--- config.mk ---
export PLATFORM = sky130hd
export DESIGN_NAME = rtc_alarm_match
export DESIGN_NICKNAME = d
export VERILOG_FILES = /design/src/rtl/rtc_alarm_pkg.sv /design/src/rtl/rtc_alarm_regs.sv /design/src/rtl/rtc_alarm_cmp.sv /design/src/rtl/rtc_alarm_flag.sv /design/src/rtl/rtc_alarm_match.sv
export SDC_FILE = /design/constraint.sdc
export NUM_CORES = 1
export LEC_CHECK = 0
export BUFFER_PORTS_ARGS = -buffer_cell sky130_fd_sc_hd__buf_4
export CELL_PAD_IN_SITES_DETAIL_PLACEMENT = 1
export CELL_PAD_IN_SITES_GLOBAL_PLACEMENT = 1
export CORE_UTILIZATION = 37
export CTS_CLUSTER_DIAMETER = 200
export DETAILED_ROUTE_END_ITERATION = 8
export HOLD_SLACK_MARGIN = 0.08
export PLACE_DENSITY = 0.77
export SLEW_MARGIN = 20
export SYNTH_ARGS = -nofsm -noshare
export SYNTH_HDL_FRONTEND = slang
export SYNTH_SLANG_ARGS = --single-unit
--- constraint.sdc ---
create_clock -name clk -period 1.7 [get_ports clk]
set_clock_uncertainty 0.1 [all_clocks]
set_input_delay 0.17 -clock clk [delete_from_list [all_inputs] [get_ports clk]]
set_output_delay 0.17 -clock clk [all_outputs]
set_load 0.01 [all_outputs]
--- src/rtl/rtc_alarm_pkg.sv ---
package rtc_alarm_pkg;
  localparam int FIELD_W    = 8;
  localparam int NUM_FIELDS = 5;
  localparam int SEL_W      = 3;
  localparam logic [1:0] WILD_CODE = 2'b11;

  // top two bits both set: a code no time value uses
  function automatic logic is_wild(input logic [FIELD_W-1:0] v);
    return v[FIELD_W-1 -: 2] == WILD_CODE;
  endfunction

  function automatic logic field_hit(input logic [FIELD_W-1:0] stored,
                                     input logic [FIELD_W-1:0] now);
    return is_wild(stored) || (stored == now);
  endfunction
endpackage

--- src/rtl/rtc_alarm_regs.sv ---
module rtc_alarm_regs
  import rtc_alarm_pkg::*;
#(
  parameter int NF = NUM_FIELDS,
  parameter int W  = FIELD_W,
  parameter int SW = SEL_W
) (
  input  logic                 clk,
  input  logic                 rst_n,
  input  logic                 wr_en,
  input  logic [SW-1:0]        wr_sel,
  input  logic [W-1:0]         wr_data,
  output logic [NF-1:0][W-1:0] alarm_vals,
  output logic                 irq_en
);
  localparam logic [SW-1:0] CTL_SEL = SW'(NF);

  logic [W-1:0] field_q [NF];

  for (genvar i = 0; i < NF; i++) begin : g_field
    always_ff @(posedge clk) begin
      if (!rst_n)
        field_q[i] <= '0;
      else if (wr_en && wr_sel == SW'(i))
        field_q[i] <= wr_data;
    end
    assign alarm_vals[i] = field_q[i];
  end

  always_ff @(posedge clk) begin
    if (!rst_n)
      irq_en <= 1'b0;
    else if (wr_en && wr_sel == CTL_SEL)
      irq_en <= wr_data[0];
  end
endmodule

--- src/rtl/rtc_alarm_cmp.sv ---
module rtc_alarm_cmp
  import rtc_alarm_pkg::*;
#(
  parameter int NF = NUM_FIELDS,
  parameter int W  = FIELD_W
) (
  input  logic [NF-1:0][W-1:0] alarm_vals,
  input  logic [NF-1:0][W-1:0] cur_vals,
  output logic [NF-1:0]        hit_vec,
  output logic                 full_match
);
  for (genvar i = 0; i < NF; i++) begin : g_hit
    assign hit_vec[i] = field_hit(alarm_vals[i], cur_vals[i]);
  end
  assign full_match = &hit_vec;
endmodule

--- src/rtl/rtc_alarm_flag.sv ---
module rtc_alarm_flag (
  input  logic clk,
  input  logic rst_n,
  input  logic upd_done,
  input  logic full_match,
  input  logic clr_flag,
  input  logic irq_en,
  output logic set_evt,
  output logic flag_q,
  output logic irq
);
  logic flag_d;

  assign set_evt = upd_done && full_match;

  always_comb begin
    flag_d = flag_q;
    if (set_evt)       flag_d = 1'b1;  // set has priority over clear
    else if (clr_flag) flag_d = 1'b0;
  end

  always_ff @(posedge clk) begin
    if (!rst_n) flag_q <= 1'b0;
    else        flag_q <= flag_d;
  end

  assign irq = flag_q && irq_en;
endmodule

--- src/rtl/rtc_alarm_match.sv ---
module rtc_alarm_match
  import rtc_alarm_pkg::*;
(
  input  logic               clk,
  input  logic               rst_n,
  input  logic               upd_done,
  input  logic [FIELD_W-1:0] cur_sec,
  input  logic [FIELD_W-1:0] cur_min,
  input  logic [FIELD_W-1:0] cur_hr,
  input  logic [FIELD_W-1:0] cur_day,
  input  logic [FIELD_W-1:0] cur_mon,
  input  logic               wr_en,
  input  logic [SEL_W-1:0]   wr_sel,
  input  logic [FIELD_W-1:0] wr_data,
  input  logic               clr_flag,
  output logic               alarm_flag,
  output logic               wake_out,
  output logic               irq
);
  logic [NUM_FIELDS-1:0][FIELD_W-1:0] alarm_vals;
  logic [NUM_FIELDS-1:0][FIELD_W-1:0] cur_vals;
  logic [NUM_FIELDS-1:0]              hit_vec;
  logic                               full_match;
  logic                               set_evt;
  logic                               irq_en;

  // index 0 = seconds ... index 4 = month, same as the write selects
  assign cur_vals = {cur_mon, cur_day, cur_hr, cur_min, cur_sec};

  rtc_alarm_regs #(.NF(NUM_FIELDS), .W(FIELD_W), .SW(SEL_W)) u_regs (
    .clk(clk), .rst_n(rst_n), .wr_en(wr_en), .wr_sel(wr_sel),
    .wr_data(wr_data), .alarm_vals(alarm_vals), .irq_en(irq_en)
  );

  rtc_alarm_cmp #(.NF(NUM_FIELDS), .W(FIELD_W)) u_cmp (
    .alarm_vals(alarm_vals), .cur_vals(cur_vals),
    .hit_vec(hit_vec), .full_match(full_match)
  );

  rtc_alarm_flag u_flag (
    .clk(clk), .rst_n(rst_n), .upd_done(upd_done), .full_match(full_match),
    .clr_flag(clr_flag), .irq_en(irq_en), .set_evt(set_evt),
    .flag_q(alarm_flag), .irq(irq)
  );

  assign wake_out = alarm_flag;
endmodule

==> results.toml <==
[outcome]
status = "finished, violations left"
violations = "setup timing"

[global_routing]
overflow = 0
grt_pass1_vias = 1589
track_usage_pct = 18.1
grt_start_max_net_pins = 15
antenna_found_initial = 0
grt_pass1_wl_um = 7900

[sta]
min_period_ns = 1.82
rsz0062_at_grt = "yes"
post-route-period-util_pct = 107
max_clock_freq_mhz = 549
final_hold_viol_count = 0
max_slew_margin_pct = 72.4
worstMarginPinSlew_ns = 0.413
setup_ws_ns = -0.120
setup_viol = 1
slew_viol_final = 0

[cts]
cts_inserted_buffers = 5
clock_latency_ns = 0.30
tritoncts = "built"
root_buffer = "clkbuf_8"
h-tree-depth = 2
clk_pin_slew_ns = 0.08
clock_path_buffers = 2
cts.sinks = 42
post_cts_buffers = 0

[setup_path]
cp.buffers_inverters = 0
critPathTopFamily = "simple AND/OR/NAND/NOR gates"
required_ns = 1.83
slowest_stage = "or4_4"
cp_cell_sequence = "xor2_1, nor4_1, a22oi_1, or4_4, o21ai_2"
cp-start-kind = "register"
cp_max_fo = 2
path_class = "reg -> reg"
cp.arrival_ns = 1.95
crit_path_end_kind = "register"
critical-path-max-stage-delay_ns = 0.54

[routing]
ant_nets = 0
wire_per_inst_um = 16.0
drtPass1Iterations = 4
vias_per_cell = 4.80
num_vias = 1482
wl_um = 4950
drt-initial-drc-count = 110
drcViolationCount = 0

[synth]
synth_fp_nets = 221
yosysSeqAreaShare_pct = 59.2
synth_ff_type = "edfxtp_1"
syn_inst = 165
syn_area_um2 = 2100
netlist_top_cells_count = "and2_1 (41), edfxtp_1 (40), xor2_1 (32), nor4_1 (8), xnor2_1 (8)"
synth.distinct_cells = 23
ys_seq_elements = 42
synth_area_leaders = "edfxtp_1 (57%), xor2_1 (13%), and2_1 (12%)"
yosysWarnings = 0
synth_area_leader_cell = "edfxtp_1"
synth_enable_flop_cells = 40
syn_avg_cell_area_um2 = 12.7
synth.most_common_cell = "and2_1"
async_flop_share_pct = 0
synth_top_area_share_pct = 57.3

[final_layout]
layout-drive-gt1-share_pct = 31.6
fin_nets = 292
final_util_pct = 51.1
area_growth_pct = 33.2
fillers = 611
final_area_um2 = 2790
diodes = 0
multi_input_area_um2 = 852
seq_area_um2 = 1240

[floorplanning]
core_um2 = 5470
fp.dieArea_um2 = 5970
dieWidth_um = 77.3
fp.dieH_um = 77.3
row_count = 27
io_pins = 59
initial_utilization_pct = 38.3

[power]
p_leak_nw = 1.11
power_density_nw_per_um2 = 833
peakVddDrop_mv = 0.386

[place]
port-buffer-count = 58
post_dp_cell_area_um2 = 2650
detailed_place_hpwl_um = 3800
gp_congestion = 0.732

[flow_run]
cap_violations = 0

[worst_hold_path]
holdCritPathClass = "in -> reg"
worst paths after layout:
| path | from | endpoint | slack (ns) | depth (start not counted) |
|---|---|---|---|---|
| worst max-delay path | u_regs.field_q[1][6]$_SDFFCE_PN0P_ | u_flag.flag_q$_SDFFE_PN0P_ | -0.12 | 5 |
| worst min-delay path | rst_n | u_regs.irq_en$_SDFFE_PN0P_ | 0.1 | 3 |
| worst max register to register | u_regs.field_q[1][6]$_SDFFCE_PN0P_ | u_flag.flag_q$_SDFFE_PN0P_ | -0.12 | 5 |
| worst min register to register | u_regs.irq_en$_SDFFE_PN0P_ | u_regs.irq_en$_SDFFE_PN0P_ | 0.45 | 2 |
report_power, final:
group / switching [mW] / internal (mW)
registers: 0.0346 / 1.20
clock network: 0.364 / 0.437
logic: 0.130 / 0.163
total: 0.529 / 1.80
routing by layer:
metal / track usage, % / up-vias / wire (µm)
met5: 0 / - / 0
met4: 6.42 / 0 / 85
met3: 3.69 / 8 / 234
met2: 32.6 / 36 / 2560
met1: 21.2 / 718 / 2070
li1: - / 720 / -
placed cells by master (no fill, tap or decap):
cell	synthesis	layout
nand2b_1	3	3
clkinvlp_4	0	2
nand3_1	2	2
and2_1	41	41
nand3b_1	1	1
or4_4	0	1
nor2_1	6	6
or2_2	1	1
xor2_1	32	32
nor4_1	8	8
xnor2_1	8	8
dlygate4sd3_1	0	2
inv_1	1	1
nor3_2	1	1
o31ai_1	1	1
o21ai_2	0	1
bufinv_16	0	1
dfxtp_1	2	2
nand2_1	3	3
nand4_1	2	2
o21ai_0	4	4
nand4b_1	1	1
clkbuf_8	0	5
edfxtp_1	40	40
buf_4	1	63
mux2i_1	1	1
a22oi_1	4	4
registers in the layout, summed over array words and instances (netlist names):
signal / count
u_regs.irq_en: 1
u_flag.flag_q: 1
u_regs.field_q: 40
worst reg2reg max path: stages, from the launching register on:
cell and delay, ns:
edfxtp_1 0.41, xor2_1 0.18, nor4_1 0.26, a22oi_1 0.14, or4_4 0.54, o21ai_2 0.13
cells by family after synthesis:
group	synth area share [%]
AOI/OAI and AO/OA	2.98
xor gates and xnor gates	16.7
buffers and inverters	0.537
DFF	59.2
muxes	0.477
and+or+nand+nor	20.1
area by class of cell:
type                       count  area share [%]
tap                           72            3.22
clock inverter                 3            1.61
inverter                       1           0.134
timing repair buffer          65            17.6
clock buffer                   5            2.46
sequential                    42            44.4
multi-input combinational    121            30.5
metrics by stage:
stage | hold WS [ns] | setup TNS (ns) | power, mW | worst slack [ns] | instances
2_1_floorplan | 0.214 | 0 | 1.37 | 0.0388 | 165
3_5_place_dp | 0.394 | -0.200 | 1.55 | -0.200 | 299
4_1_cts | 0.0893 | -0.145 | 2.34 | -0.145 | 309
5_1_grt | 0.0959 | -0.180 | 2.42 | -0.180 | 309
6_report | 0.0986 | -0.120 | 2.33 | -0.120 | 309
3_3_place_gp | 0.362 | -0.0282 | 1.54 | -0.0282 | 299
repair_timing:
| item | CTS | global route |
|---|---|---|
| cloned | 0 | 0 |
| gates resized for setup | 1 | 1 |
| hold buffers | 2 | 0 |
| setup endpoints to repair | 1 | 1 |
| hold endpoints to repair | 2 | 0 |
| pin swaps | 4 | 0 |
Note: power is estimated with default switching activity, not from simulation.
